===== src/rtl/hpt_pkg.sv =====
package hpt_pkg;

    typedef enum logic [2:0] {
        S_IDLE   = 3'd0,
        S_RD_TAG = 3'd1,
        S_WT_TAG = 3'd2,
        S_RD_PTE = 3'd3,
        S_WT_PTE = 3'd4,
        S_WR_REF = 3'd5,
        S_WR_CHG = 3'd6
    } walk_state_e;

    typedef enum logic [1:0] {
        WS_NONE  = 2'd0,
        WS_HIT   = 2'd1,
        WS_NOENT = 2'd2,
        WS_PROT  = 2'd3
    } walk_status_e;

    localparam logic [3:0] BE_WORD = 4'b1111;
    localparam logic [3:0] BE_REF  = 4'b0010;
    localparam logic [3:0] BE_CHG  = 4'b0001;

endpackage


===== src/rtl/hpt_hash.sv =====
module hpt_hash #(
    parameter int unsigned ENTRIES = 8
) (
    input  logic [31:0] ea,
    input  logic [31:0] seg,
    input  logic [31:0] tbl,
    input  logic        alt,
    output logic [31:0] grp_addr,
    output logic [31:0] tag
);
    // Group alignment follows from the group size: entries of 8 bytes each.
    localparam int unsigned SHIFT    = $clog2(ENTRIES) + 3;
    localparam logic [31:0] LOW_KEEP = ~((32'd1 << SHIFT) - 32'd1);

    logic [23:0] vsid;
    logic [15:0] page;
    logic [31:0] h_pri;
    logic [31:0] h_sel;
    logic [31:0] mask;

    always_comb begin
        vsid     = seg[23:0];
        page     = ea[27:12];
        h_pri    = {8'h00, vsid ^ {8'h00, page}} << SHIFT;
        h_sel    = alt ? ~h_pri : h_pri;
        mask     = {7'd0, tbl[8:0], 16'hFFFF} & LOW_KEEP;
        grp_addr = {tbl[31:16], 16'h0000} | (h_sel & mask);
        tag      = {1'b1, vsid, alt, ea[27:22]};
    end

endmodule


===== src/rtl/hpt_perm.sv =====
module hpt_perm (
    input  logic [31:0] seg,
    input  logic        user,
    input  logic [1:0]  pp,
    output logic        rd_ok,
    output logic        wr_ok
);
    logic       key;
    logic [2:0] eff;

    always_comb begin
        key = user ? seg[29] : seg[30];
        eff = {key, pp};
        unique case (eff)
            3'd0, 3'd1, 3'd2, 3'd6: wr_ok = 1'b1;
            default:                wr_ok = 1'b0;
        endcase
        rd_ok = (eff != 3'd4);
    end

endmodule


===== src/rtl/hpt_walker.sv =====
module hpt_walker
    import hpt_pkg::*;
#(
    parameter int unsigned ENTRIES = 8,
    parameter int unsigned RD_LAT  = 2
) (
    input  logic        clk,
    input  logic        rst_n,
    input  logic        start,
    input  logic [31:0] ea,
    input  logic [31:0] seg,
    input  logic [31:0] tbl,
    input  logic        user_mode,
    input  logic        is_write,
    output logic        mem_req,
    output logic        mem_we,
    output logic [31:0] mem_addr,
    output logic [3:0]  mem_be,
    output logic [31:0] mem_wdata,
    input  logic        mem_ready,
    input  logic [31:0] mem_rdata,
    output logic        done,
    output logic [1:0]  status,
    output logic [31:0] real_addr,
    output logic        may_read,
    output logic        may_write,
    output logic        may_exec
);
    localparam int unsigned IDX_W = $clog2(ENTRIES);
    localparam int unsigned LAT_W = $clog2(RD_LAT + 1);
    localparam logic [IDX_W-1:0] LAST_IDX = IDX_W'(ENTRIES - 1);
    localparam logic [LAT_W-1:0] LAT_END  = LAT_W'(RD_LAT);

    typedef struct packed {
        walk_state_e  fsm;
        logic [IDX_W-1:0] idx;
        logic         alt;
        logic [LAT_W-1:0] lat;
        logic [31:0]  ea;
        logic [31:0]  seg;
        logic [31:0]  tbl;
        logic         user;
        logic         wr;
        logic [31:0]  pte1;
        logic         rd_ok;
        logic         wr_ok;
        logic         done;
        walk_status_e o_status;
        logic [31:0]  o_raddr;
        logic         o_rd;
        logic         o_wr;
        logic         o_x;
    } regs_t;

    regs_t r_d, r_q;

    logic [31:0] grp_addr;
    logic [31:0] tag;
    logic [31:0] entry_addr;
    logic        pm_rd;
    logic        pm_wr;

    hpt_hash #(.ENTRIES(ENTRIES)) i_hash (
        .ea       (r_q.ea),
        .seg      (r_q.seg),
        .tbl      (r_q.tbl),
        .alt      (r_q.alt),
        .grp_addr (grp_addr),
        .tag      (tag)
    );

    hpt_perm i_perm (
        .seg   (r_q.seg),
        .user  (r_q.user),
        .pp    (mem_rdata[1:0]),
        .rd_ok (pm_rd),
        .wr_ok (pm_wr)
    );

    assign entry_addr = grp_addr + 32'({r_q.idx, 3'b000});

    function automatic regs_t wrap_up(regs_t r);
        regs_t o;
        o          = r;
        o.fsm      = S_IDLE;
        o.done     = 1'b1;
        o.o_status = (r.rd_ok && (!r.wr || r.wr_ok)) ? WS_HIT : WS_PROT;
        o.o_raddr  = {r.pte1[31:12], r.ea[11:0]};
        o.o_rd     = r.rd_ok;
        o.o_wr     = r.wr_ok;
        o.o_x      = 1'b1;
        return o;
    endfunction

    always_comb begin
        r_d       = r_q;
        r_d.done  = 1'b0;
        mem_req   = 1'b0;
        mem_we    = 1'b0;
        mem_be    = BE_WORD;
        mem_addr  = entry_addr;
        mem_wdata = '0;
        unique case (r_q.fsm)
            S_IDLE: begin
                if (start) begin
                    r_d.fsm  = S_RD_TAG;
                    r_d.ea   = ea;
                    r_d.seg  = seg;
                    r_d.tbl  = tbl;
                    r_d.user = user_mode;
                    r_d.wr   = is_write;
                    r_d.idx  = '0;
                    r_d.alt  = 1'b0;
                end
            end
            S_RD_TAG: begin
                mem_req = 1'b1;
                if (mem_ready) begin
                    r_d.fsm = S_WT_TAG;
                    r_d.lat = LAT_W'(1);
                end
            end
            S_WT_TAG: begin
                if (r_q.lat == LAT_END) begin
                    if (mem_rdata == tag) begin
                        r_d.fsm = S_RD_PTE;
                    end else if (r_q.idx != LAST_IDX) begin
                        r_d.idx = r_q.idx + 1'b1;
                        r_d.fsm = S_RD_TAG;
                    end else if (!r_q.alt) begin
                        r_d.alt = 1'b1;
                        r_d.idx = '0;
                        r_d.fsm = S_RD_TAG;
                    end else begin
                        r_d.fsm      = S_IDLE;
                        r_d.done     = 1'b1;
                        r_d.o_status = WS_NOENT;
                        r_d.o_raddr  = '0;
                        r_d.o_rd     = 1'b0;
                        r_d.o_wr     = 1'b0;
                        r_d.o_x      = 1'b0;
                    end
                end else begin
                    r_d.lat = r_q.lat + 1'b1;
                end
            end
            S_RD_PTE: begin
                mem_req  = 1'b1;
                mem_addr = entry_addr + 32'd4;
                if (mem_ready) begin
                    r_d.fsm = S_WT_PTE;
                    r_d.lat = LAT_W'(1);
                end
            end
            S_WT_PTE: begin
                if (r_q.lat == LAT_END) begin
                    r_d.pte1  = mem_rdata;
                    r_d.rd_ok = pm_rd;
                    r_d.wr_ok = pm_wr;
                    if (pm_rd && !mem_rdata[8]) begin
                        r_d.fsm = S_WR_REF;
                    end else if (r_q.wr && pm_wr && !mem_rdata[7]) begin
                        r_d.fsm = S_WR_CHG;
                    end else begin
                        r_d = wrap_up(r_d);
                    end
                end else begin
                    r_d.lat = r_q.lat + 1'b1;
                end
            end
            S_WR_REF: begin
                mem_req   = 1'b1;
                mem_we    = 1'b1;
                mem_be    = BE_REF;
                mem_addr  = entry_addr + 32'd4;
                mem_wdata = {16'h0000, r_q.pte1[15:9], 1'b1, 8'h00};
                if (mem_ready) begin
                    if (r_q.wr && r_q.wr_ok && !r_q.pte1[7]) begin
                        r_d.fsm = S_WR_CHG;
                    end else begin
                        r_d = wrap_up(r_d);
                    end
                end
            end
            S_WR_CHG: begin
                mem_req   = 1'b1;
                mem_we    = 1'b1;
                mem_be    = BE_CHG;
                mem_addr  = entry_addr + 32'd4;
                mem_wdata = {24'h000000, 1'b1, r_q.pte1[6:0]};
                if (mem_ready) begin
                    r_d = wrap_up(r_d);
                end
            end
            default: r_d.fsm = S_IDLE;
        endcase
    end

    always_ff @(posedge clk or negedge rst_n) begin
        if (!rst_n) r_q <= '0;
        else        r_q <= r_d;
    end

    assign done      = r_q.done;
    assign status    = r_q.o_status;
    assign real_addr = r_q.o_raddr;
    assign may_read  = r_q.o_rd;
    assign may_write = r_q.o_wr;
    assign may_exec  = r_q.o_x;

    // a stalled request keeps every field until accepted
    p_req_hold_r10: assert property (@(posedge clk) disable iff (!rst_n)
        mem_req && !mem_ready |=> mem_req && $stable(mem_addr) && $stable(mem_we)
                                  && $stable(mem_be) && $stable(mem_wdata));

    // completion is a single-cycle pulse
    p_done_pulse_r10: assert property (@(posedge clk) disable iff (!rst_n)
        done |=> !done);

    // reads are full-word and aligned
    p_read_word_r11: assert property (@(posedge clk) disable iff (!rst_n)
        mem_req && !mem_we |-> mem_be == BE_WORD && mem_addr[1:0] == 2'b00);

    // flag updates touch one byte lane and set the flag they target
    p_byte_lane_r7: assert property (@(posedge clk) disable iff (!rst_n)
        mem_req && mem_we |-> $countones(mem_be) == 1 &&
            ((mem_be == BE_REF && mem_wdata[8]) || (mem_be == BE_CHG && mem_wdata[7])));

    // the changed-flag write belongs only to store accesses
    p_chg_store_r8: assert property (@(posedge clk) disable iff (!rst_n)
        mem_req && mem_we && mem_be == BE_CHG |-> r_q.wr);

    // a finished walk always carries a real status
    p_status_set_r9: assert property (@(posedge clk) disable iff (!rst_n)
        done |-> status != 2'd0);

    // a reported hit grants the rights the access needs
    p_hit_rights_r6: assert property (@(posedge clk) disable iff (!rst_n)
        done && status == 2'd1 |-> may_read && may_exec && (!r_q.wr || may_write));

    // a protection fault always lacks a needed right
    p_prot_denied_r9: assert property (@(posedge clk) disable iff (!rst_n)
        done && status == 2'd3 |-> !may_read || (r_q.wr && !may_write));

endmodule


===== config.mk =====
export PLATFORM = sky130hd
export DESIGN_NAME = hpt_walker
export DESIGN_NICKNAME = d
export VERILOG_FILES = /design/src/rtl/hpt_pkg.sv /design/src/rtl/hpt_hash.sv /design/src/rtl/hpt_perm.sv /design/src/rtl/hpt_walker.sv
export SDC_FILE = /design/constraint.sdc
export NUM_CORES = 1
export LEC_CHECK = 0
export ABC_AREA = 1
export BUFFER_PORTS_ARGS = -buffer_cell sky130_fd_sc_hd__buf_2
export CORE_MARGIN = 1
export CORE_UTILIZATION = 30
export DETAILED_ROUTE_END_ITERATION = 12
export HOLD_SLACK_MARGIN = 0.15
export SETUP_SLACK_MARGIN = 0.2
export SLEW_MARGIN = 20
export SYNTH_ARGS = -nofsm -noshare
export SYNTH_HDL_FRONTEND = slang
export SYNTH_HIERARCHICAL = 1
export SYNTH_SLANG_ARGS = --single-unit

===== constraint.sdc =====
create_clock -name clk -period 3.2 [get_ports clk]
set_input_delay 0.32 -clock clk [delete_from_list [all_inputs] [get_ports clk]]
set_output_delay 0.32 -clock clk [all_outputs]
set_load 0.01 [all_outputs]

Word level (Yosys, flattened, before mapping)
Cells that the tools add are included.

operators by class
  add/sub/neg operators = 4
  multipliers = 0
  divide/modulo/power cells = 0
  order comparisons = 0
  equality and inequality tests = 30
  shifts and indexed selects = 0
  multiplexer cells = 44
  bitwise gates (word level) = 7
  reduce and logical (&&, ||, !) cells = 30

operators with widths
  kind                     count
  $pmux W94 S4             1
  $mux W179                2
  $mux W38                 7
  $pmux W38 S4             1
  $pmux W34 S3             1
  $mux W94                 1
  $mux W72                 1
  $mux W32                 2
  $add A32 B3 Y32 const B  1
  $add A32 B6 Y32          1
  $and A32 B25 Y32         1
  $eq A32 B32 Y1           1
  $not A30 Y32             1
  $or A32 B32 Y32          1
  $pmux W16 S2             1
  $ne A2 B2 Y1 const B     15
  $xor A24 B16 Y24         1
  $mux W7                  3
  $pmux W3 S7              1
  $pmux W4 S5              1
  $reduce_and A8 Y1        2
  $mux W3                  5
  $eq A3 B3 Y1 const B     4
  $mux W2                  6
  27 further kinds         54

word-level totals
  register bits = 174
  latch bits = 0
  bits in writable memories = 0
  memory bits (read-only) = 0
  input port bits = 134
  output and inout bits = 108
  memories kept = 0

Longest topological paths before layout
Gate-level depths: netlist of the first run.

  depth after elaboration = 11
  mapped depth = 21
  mapped depth without buffers = 21

Hierarchy
The synthesis of the first run kept the hierarchy.

modules (own cells, without submodules)
  module      instances  cells an instance  area an instance (um^2)  sequential area each (um^2)
  hpt_walker  1          1195               10128.5                  4429.2
  hpt_hash    1          139                843.3                    0.0
  hpt_perm    1          10                 52.6                     0.0

Least setup slack after synthesis of the first run
OpenSTA, ideal clock, no wires.

  kind = register -> register
  start point = register r_q[73] in the netlist's numbering
  end point = register r_q (netlist bit real_addr[14])
  data arrival time = 1.839 ns
  data required time = 3.133 ns
  slack = 1.294 ns
  cell stages (with the launch flop) = 14
  path buffers = 2
  clock period less this slack = 1.906 ns
  cell sequence = dfrtp_1 nand2_1 nand2_1 nand3_2 inv_1 nor2_1 nor2_1 nand2_1 clkinv_1 nor2_1 buf_2 buf_2 nand3_1 nand2_1

on the way
  elaborated cells between the ends (all ways) = 14
  those cells by class = eq/ne: 6; mux: 2; reduce/logical: 6

RTL lines
  element                       line               source
  start: declaration            hpt_walker.sv:55   regs_t r_d, r_q;
  start signal: assignment      hpt_walker.sv:201  else r_q <= r_d;
  $mux W1                       hpt_perm.sv:12     key = user ? seg[29] : seg[30];
  $ne A3 B3 Y1                  hpt_perm.sv:18     rd_ok = (eff != 3'd4);
  net pm_rd                     hpt_walker.sv:60   logic pm_rd;
  $logic_and A1 B1 Y1           hpt_walker.sv:160  if (pm_rd && !mem_rdata[8]) begin
  $ne A2 B2 Y1 (no line)        n/a
  $reduce_and A11 Y1 (no line)  n/a

The timed path passes the listed nets, and every way through them passes these cells.
A chain may end at the register's enable or synchronous reset.

Worst setup path in the final report of the first run
  start point = register r_q[177] in the netlist's numbering
  end point = output mem_addr[3]

on the way
  cells in the longest elaborated chain, start to end = 3
  elaborated cells between the ends (all ways) = 5
  those cells by class = eq/ne: 3; mux: 1; reduce/logical: 1

ends and longest elaborated chain
  element                                       line               source
  $eq A3 B3 Y1 or $eq A3 B2 Y1 (tied branches)  hpt_walker.sv:103  unique case (r_q.fsm)
  $reduce_or A3 Y1 (no line) (*)                n/a
  $mux W32 (*)                                  n/a
  end: declaration                              hpt_walker.sv:17   output logic [31:0] mem_addr,

Every way passes the cells marked *; elsewhere a longest branch is shown, timed or not.

==> metrics, run 1 <==
Worst EP required 2880 ps; Initial DRT Pass Iterations 4; clk buf depth 2; fin. max-slew vios 0; antenna violations before repair 1; max layer used met4; Clock Sinks 160; hold depth 3; vias per cell about 4.5; r2r setup slk approximately 940 ps; met3 WL post-DR 964 um; die width between 150 and 200 um; Root Buffer Master clkbuf_16; syn avg cell area 7.94 um2; RSZ-0062 raised after global routing false; first-pass GRT wire length roughly 48000 um; placed instance count around 1900; die area between 30000 and 40000 um2; Reg2Reg Depth 12; hold path endpoint r_q[54]; PD cells around 990 nW/um2; final setup vio count 0; fraction of layout cells with a size suffix above 1 26.0%; CTS tree yes; Die H approximately 190 um; met1 WL around 14000 um; CP Launch Type register; Finished Layout Cells between 2000 and 2500; vias between 9000 and 10000; largest net degree at the start of global routing 77; wirelength, routed between 30000 and 40000 um; Critical Path AT roughly 2500 ps; part of the cycle the worst path needs between 80% and 90%; Syn-to-layout area delta 25.0%; GPL Wtd Cong between 0.8 and 0.9; Crit. End Element primary output; core area around 34000 um2; worst skew pair latency 440 ps; max_slew headroom between 40% and 50%; total global-route track usage around 18%; post_cts resized 0; CP max FO 16; Cell Rows 67; Final Instance Area roughly 13000 um2; post-route antenna net violation count 0; final hold viol count 0; Reg clk slew, reported paths ~70 ps; Peak supply drop between 0.4 and 0.5 mV; DP Worst Slack 882 ps; I/O pins ~240; initial core utilization 30.7%; Leak between 6 and 7 nW; Post-Syn Area 10400 um2; final worst path period need roughly 2800 ps; max-cap violations 0; WL met2 14500 um; first-iteration detailed-routing DRC count between 400 and 500; Worst-Margin Slew 795 ps; status completed; post-DP HPWL between 20000 and 25000 um; Synth Warn # 6; average wire per standard cell around 15 um; Setup Fix Bufs, Post-CTS 0; Setup TNS Final 0 ps; Reg2Reg Capture Point real_addr[2]; hold_ws between 150 and 200 ps; nets about 1700; fmax roughly 0.36 GHz; min-delay src mem_rdata[14]; FF-to-FF Start r_q[73]; Mapped Cells ~1300; CTS Buf Count 17; input/output buffers around 210; HP Class in2reg; critical path type reg2out; DP Area 11300 um2; # DRC 0; # H-tree levels 4; number of global-route vias before repair around 9000; grt ovf 0; final setup skew approximately 15 ps; final worst slack roughly 430 ps
-- through the flow --
stage | power, mW | utilization (%)
6_report | 12.8 | 38.4
5_1_grt | 13.9 | 38.4
3_5_place_dp | 10.6 | 33.5
2_1_floorplan | 9.14 | -
3_3_place_gp | 10.4 | 33.5
4_1_cts | 12.9 | 38.4
-- critical path, cell delays in order, from the launching register on --
cell	delay, ps
dfrtp_1	450
inv_1	140
nand3_1	380
nand2_1	270
inv_2	100
nand2_4	220
inv_1	170
nand2_1	90
nand2_1	50
buf_2	130
-- cell type report --
cell class / count / area [um2]
antenna: 1 / 2.50
clock buffer: 17 / 425
clock inverter: 15 / 194
fill: 3408 / 20900
inverter: 128 / 483
multi-input combinational: 909 / 5120
sequential: 160 / 4000
tap: 448 / 561
timing repair buffer: 325 / 2220
-- report_power, final --
| group | switching [mW] | internal (mW) | leakage (nW) | total [mW] |
|---|---|---|---|---|
| combinational | 4.23 | 2.66 | 4.36 | 6.89 |
| clock | 0.928 | 1.25 | 0.287 | 2.18 |
| sequential | 0.742 | 3.02 | 1.84 | 3.76 |
| total | 5.90 | 6.93 | 6.49 | 12.8 |
-- cells in the final DEF (no fill, tap or decap), drive strengths merged --
cell type and count:
bufinv 3, buf 220, fa 1, conb 23, xor2 23, dlygate4sd3 105
nor3 8, nand4 8, mux2 80, a32oi 15, o21a 3, xnor2 35
o22ai 1, nand2 378, a21oi 6, nor2 115, a21boi 1, inv 133
clkbuf 17, ha 7, and2 3, dfrtp 160, o21ai 41, o31ai 1
o21bai 5, a21o 3, clkinvlp 5, a22oi 8, clkinv 2, diode 1
nand3 127, o2111ai 1, nand3b 7, or2 9
-- sequential cells by signal (all words and copies together) (netlist names) --
register,flops
done,1
may_read,1
may_write,1
r_q,123
real_addr,32
status,2
-- how the worst max path moves through the flow --
| stage | slack [ps] | to | depth (start not counted) | from |
|---|---|---|---|---|
| floorplan | 1290 | real_addr[14] | 13 | r_q[73] |
| global placement | 920 | real_addr[7] | 13 | mem_rdata[1] |
| detailed placement | 880 | real_addr[1] | 13 | mem_rdata[1] |
| CTS | 390 | mem_addr[3] | 9 | r_q[177] |
| global route | 220 | mem_addr[3] | 9 | r_q[177] |
| finish | 430 | mem_addr[3] | 9 | r_q[177] |
-- per-layer routing --
layer | vias up | global-route usage [%]
li1 | 4536 | -
met1 | 4289 | 22.5
met2 | 231 | 29.6
met3 | 40 | 2.50
met4 | 0 | 6.88
met5 | - | 0
-- timing repair --
action                     in CTS  in global routing
hold buffers                  105                  0
hold endpoints to repair      179                  0
setup endpoints to repair       0                  0
(Power assumes the default switching activity.)
==> run 2: changes to the inputs <==
Settings changed: SYNTH_HIERARCHICAL 1 to not set.
==> metrics, run 2 <==
status completed; Reg2Reg Capture Point real_addr[27]; input/output buffers 206 (unchanged); hold depth 3 (unchanged); Async SR Flop Fraction 100%; CP Launch Type register; post-synthesis adder-cell area fraction less than 1%; fmax 0.424 GHz (+18%); max_slew headroom 55.0% (+8.0 points); final worst path period need 2360 ps (-417 ps); Worst EP required 3520 ps (+640 ps); worst path buffer plus inverter count 1 (-3); Initial DRT Pass Iterations 5 (+1); die area 28600 um2 (-19%); Yosys top cell by area dfrtp_1; multiplexer share of the synthesized area between 7 and 8%; fraction of layout cells with a size suffix above 1 27.7% (+1.7 points); CTS Buf Count 17 (unchanged); post_cts resized 0 (unchanged); vias 6872 (-24%); grt ovf 0 (unchanged); DP Worst Slack 815 ps (-67.6 ps); largest net degree at the start of global routing 88 (+14%); syn avg cell area 8.76 um2 (+10%); final worst slack 844 ps (+417 ps); CP max FO 37 (+21); Reg clk slew, reported paths 70 ps (about the same); Post-Syn Area 8390 um2 (-19%); Mapped Cells 957 (-27%); first-iteration detailed-routing DRC count 378 (-22%); critical path type reg2reg; fin. max-slew vios 0 (unchanged); CTS tree yes; initial core utilization 30.9% (+0.14 points); first-pass GRT wire length 37100 um (-22%); post-DP HPWL 17200 um (-24%); Worst-Margin Slew 675 ps (-120 ps); critical path's top delay family compound AO/OA/AOI/OAI gates; max-cap violations 0 (unchanged); synthesized-area fraction occupied by and/or/nand/nor cells 18.6%; Peak supply drop 0.472 mV (+18%); min-delay src is_write; most common cell after layout, fill and taps aside nand2_1; Largest Register r_q; antenna violations before repair 4 (+3); top post-synthesis cells by count 215 x nand2_1, 160 x dfrtp_1, 116 x inv_1; core area 27200 um2 (-20%); vias per cell 4.35 (-4.2%); PD cells 888 nW/um2 (-9.9%); nets 1328 (-21%); final setup skew 12.3 ps (-2.92 ps); largest family of logic cells by synthesized area simple AND/OR/NAND/NOR gates; HP Class in2reg; Synth top area share a little under half; CP peak stage delay 410 ps (-40 ps); wirelength, routed 23800 um (-22%); die width 169 um (-10%); critical-path cell list o21ai_0 > nand3_1 > nand2_1 > nand2_1 > o21ai_4 > inv_4 > nand3_1 > nand2_1; commonest cells after routing, fill and taps aside 215 x nand2_1, 205 x buf_2, 160 x dfrtp_1, 116 x inv_1, 81 x nor2_1; Hold Buf Count CTS 76 (-28%); Synth Warn # 0 (-6); RSZ-0062 raised after global routing false; Leak 5.55 nW (-14%); Reg2Reg Depth 8 (-4); post-route antenna net violation count 0 (unchanged); post-synthesis sequential area ratio 47.7%; dominant synthesized flop cell dfrtp_1; critical path's slowest cell o21ai_4; Setup TNS Final 0 ps (unchanged); clk buf depth 2 (unchanged); I/O pins 242 (unchanged); Seq cells post-synth between 150 and 200; number of global-route vias before repair 6745 (-25%); worst skew pair latency 440 ps (about the same); max reg flops 123 (unchanged); Unique masters post-synth 40; count leader, synth nand2_1; final hold viol count 0 (unchanged); xor and xnor area share after synthesis roughly 4.7%; Critical Path AT 2670 ps (+220 ps); EDFF count, synth 0; compound-gate portion of the synthesized area under 10%; Crit. End Element register; Crit path top cell by count nand2_1; average wire per standard cell 15.1 um (-0.45%); fin util 39.7% (+1.3 points); FF-to-FF Start r_q[73]; Die H 169 um (-10%); # H-tree levels 4 (unchanged); Clock Sinks 160 (unchanged); Setup Fix Bufs, Post-CTS 0 (unchanged); hold path endpoint r_q[72]; part of the cycle the worst path needs 73.6% (-13 points); r2r setup slk 840 ps (-100 ps); total global-route track usage 17.3% (-0.28 points); Root Buffer Master clkbuf_16; Syn-to-layout area delta 28.5%; top post-synthesis cells by area dfrtp_1 48%, nand2_1 9.6%, mux2_2 7.5%, buf_4 6.0%, inv_1 5.2%; Cell Rows 60 (-10%); final setup vio count 0 (unchanged); # DRC 0 (unchanged); GPL Wtd Cong 0.857 (-3.2%)
-- run 2: power by group --
group	switching, mW	internal, mW	total, mW
Clock	0.913	1.18	2.09
Combinational	2.19	1.76	3.95
Sequential	0.582	2.96	3.54
-- run 2: worst max path at each step --
stage                     cells after the start      from  slack [ps]            end
after floorplan                               7  r_q[176]        1480        mem_req
after global placement                        9  r_q[178]         850      status[0]
after detailed placement                      9  r_q[178]         810      status[0]
after CTS                                     9  r_q[178]         790      status[0]
after global routing                          8  r_q[177]         630  real_addr[30]
final                                         8   r_q[73]         840  real_addr[27]
-- run 2: area by class of cell --
cell class,instances,area (um2)
Clock buffer,18,439
Fill cell,2797,16400
Clock inverter,14,155
Inverter,122,460
Sequential cell,160,4000
Tap cell,372,465
Multi-Input combinational cell,598,3350
Antenna cell,3,7.51
Timing Repair Buffer,292,1900
-- run 2: kinds of logic after synthesis --
logic type,count (synthesis)
multiplexers,56
AND/OR/NAND/NOR,365
adder cells (fa/ha/maj),3
XOR/XNOR,45
AO/OA/AOI/OAI,111
other,1
flip-flops,160
buffers and inverters,216
-- run 2: routing by layer --
metal,track usage [%],vias to the layer above,wire length (um),part of all wire (%)
met5,0,-,12,0.050
li1,-,3427,-,-
met3,4.08,28,1140,4.8
met1,22.2,3229,10900,46
met4,5.41,2,430,1.8
met2,28.6,186,11300,47
-- run 2: per-stage QoR --
| stage | total power [mW] | std cells | hold WS, ps | cell area [um2] |
|---|---|---|---|---|
| 6_report | 9.58 | 1579 | 162 | 10800 |
| 5_1_grt | 10.3 | 1578 | 166 | 10800 |
| 4_1_cts | 9.70 | 1575 | 151 | 10800 |
| 3_5_place_dp | 7.49 | 1467 | 387 | 9410 |
| 3_3_place_gp | 7.39 | 1467 | 390 | 9410 |
| 2_1_floorplan | 6.43 | 974 | 24.4 | 8450 |
-- run 2: worst register-to-register path: cells and delay by family, from the launching register on --
kind	cells	cell delay, ps
AO/OA/AOI/OAI	2	790
buffers and inverters	1	300
flip-flops	1	390
AND/OR/NAND/NOR	5	740
==> run 3: changes to the inputs <==
Clock period 3.2 ns to 2.4 ns, I/O delays scaled along.
==> metrics, run 3 (synthesis gave the netlist of run 2 again) <==
status completed; Worst-Margin Slew 594 ps (-81.0 ps); CP peak stage delay 440 ps (+30 ps); Reg2Reg Depth 8 (unchanged); Initial DRT Pass Iterations 5 (unchanged); global routing usage on met2 29.2% (+0.61 points); FF-to-FF Start r_q[177]; met3 usage in global routing 4.24% (+0.16 points); Worst EP required 2160 ps (-1360 ps); max_slew headroom 60.4% (+5.4 points); post-DP HPWL 17600 um (+2.0%); max-cap violations 0 (unchanged); critical-path cell list buf_4 > xor2_1 > nor2_1 > o21bai_1 > buf_2; grt ovf 0 (unchanged); final worst slack 365 ps (-479 ps); worst skew pair latency 420 ps (-20 ps); Syn-to-layout area delta 33.7%; CP Depth 5 (-3); vias per cell 4.41 (+1.3%); vias 7123 (+3.7%); most common cell after layout, fill and taps aside nand2_1; Reg clk slew, reported paths 60 ps (about the same); critical path's top delay family flip-flops; RSZ-0062 raised after global routing false; crit path launch r_q[172]; CTS Buf Count 17 (unchanged); Cell Rows 60 (unchanged); # H-tree levels 4 (unchanged); worst path buffer plus inverter count 2 (+1); GPL Wtd Cong 0.877 (+2.3%); critical path type reg2out; final hold viol count 0 (unchanged); clk buf depth 2 (unchanged); Die H 169 um (unchanged); Root Buffer Master clkbuf_16; Clock Sinks 160 (unchanged); DP Worst Slack 376 ps (-439 ps); critical path's slowest cell dfrtp_2; CP Launch Type register; die width 169 um (unchanged); final setup skew 10.2 ps (-2.11 ps); post-route antenna net violation count 0 (unchanged); Largest Register r_q; commonest cells after routing, fill and taps aside 215 x nand2_1, 205 x buf_2, 158 x dfrtp_1, 116 x inv_1, 105 x dlygate4sd3_1; met1 Use GR 22.0% (-0.17 points); initial core utilization 30.9% (unchanged); first-pass GRT wire length 38200 um (+2.8%); Reg2Reg Capture Point r_q[160]; placed instance count 1476 (+0.61%); antenna violations before repair 1 (-3); fmax between 0.4 and 0.5 GHz; nets 1368 (+3.0%); CTS tree yes; final worst path period need just over 2000 ps; ant diodes 0 (-3); # DRC 0 (unchanged); fraction of layout cells with a size suffix above 1 27.8% (+0.18 points); r2r setup slk 380 ps (-460 ps); PD cells 1170 nW/um2 (+31%); first-iteration detailed-routing DRC count 493 (+30%); total global-route track usage 17.5% (+0.27 points); CP max FO 8 (-78%); largest net degree at the start of global routing 60 (-32%); Leak 5.77 nW (+3.9%); die area 28600 um2 (unchanged); Crit. End Element primary output; input/output buffers 206 (unchanged); I/O pins 242 (unchanged); max reg flops 123 (unchanged); wirelength, routed 24500 um (+3.1%); HP Class in2reg; part of the cycle the worst path needs between 80% and 90%; number of global-route vias before repair 7204 (+6.8%); fin. max-slew vios 0 (unchanged); Finished Layout Cells 1615 (+2.3%); busiest grt layer met2; Critical Path Sink mem_addr[21]; Setup TNS Final 0 ps (unchanged); core area 27200 um2 (unchanged); Critical Path AT 1790 ps (-880 ps); final setup vio count 0 (unchanged); average wire per standard cell 15.2 um (+0.80%); Peak supply drop 0.812 mV (+72%)
[run 3: cell types whose count changed in the layout (fill, tap and decap cells not counted), moves of 3 or more]
cell and change:
buf_4 +10, clkinv_2 +3, inv_6 -5, diode_2 -3
clkinvlp_4 -4, dlygate4sd3_1 +28
[run 3: worst min-delay path, cell delays in order]
cell and delay, ps:
buf_2 160, nand2_1 90, o21ai_0 80
[run 3: repair_timing]
action	4_1_cts	5_1_grt
pin swaps	0	0
resized for setup	2	4
setup buffers	0	3
hold buffers	105	0
setup endpoints to repair	12	23
endpoints found under the hold margin	160	0
[run 3: layer usage]
metal / vias to the layer above / wire [um] / part of all wire, %
li1: 3498 / - / -
met1: 3348 / 11000 / 45
met2: 235 / 11700 / 47
met3: 40 / 1330 / 5.4
met4: 2 / 588 / 2.4
met5: - / 10 / 0.041
[run 3: through the flow]
stage	total power [mW]	hold slack (ps)	util (%)	instance area, um2
after floorplan	8.58	-55.6	-	8450
final	13.1	188	41.3	11200
after CTS	13.2	154	41.1	11200
after global placement	9.91	264	34.9	9490
after detailed placement	10.0	265	34.9	9490
after global routing	14.0	166	41.3	11200
[run 3: area by class of cell]
class	count	area, um2
Sequential cell	160	4010
Tap cell	372	465
Clock buffer	21	460
Fill cell	2713	16000
Inverter	122	467
Multi-Input combinational cell	598	3360
Clock inverter	10	160
Timing Repair Buffer	332	2300
[run 3: how the worst min path moves through the flow]
stage | from | to | depth (start not counted)
global placement | rst_n | real_addr[22] | 1
floorplan | rst_n | done | 0
global route | mem_rdata[23] | r_q[63] | 3
CTS | mem_rdata[23] | r_q[63] | 3
detailed placement | rst_n | real_addr[22] | 1
finish | mem_rdata[31] | r_q[71] | 3
[run 3: where the power goes]
| group | switching (mW) | leakage, nW | internal, mW |
|---|---|---|---|
| logic | 2.97 | 3.66 | 2.43 |
| clock network | 1.13 | 0.303 | 1.79 |
| registers | 0.801 | 1.81 | 3.95 |
| total | 4.90 | 5.77 | 8.17 |
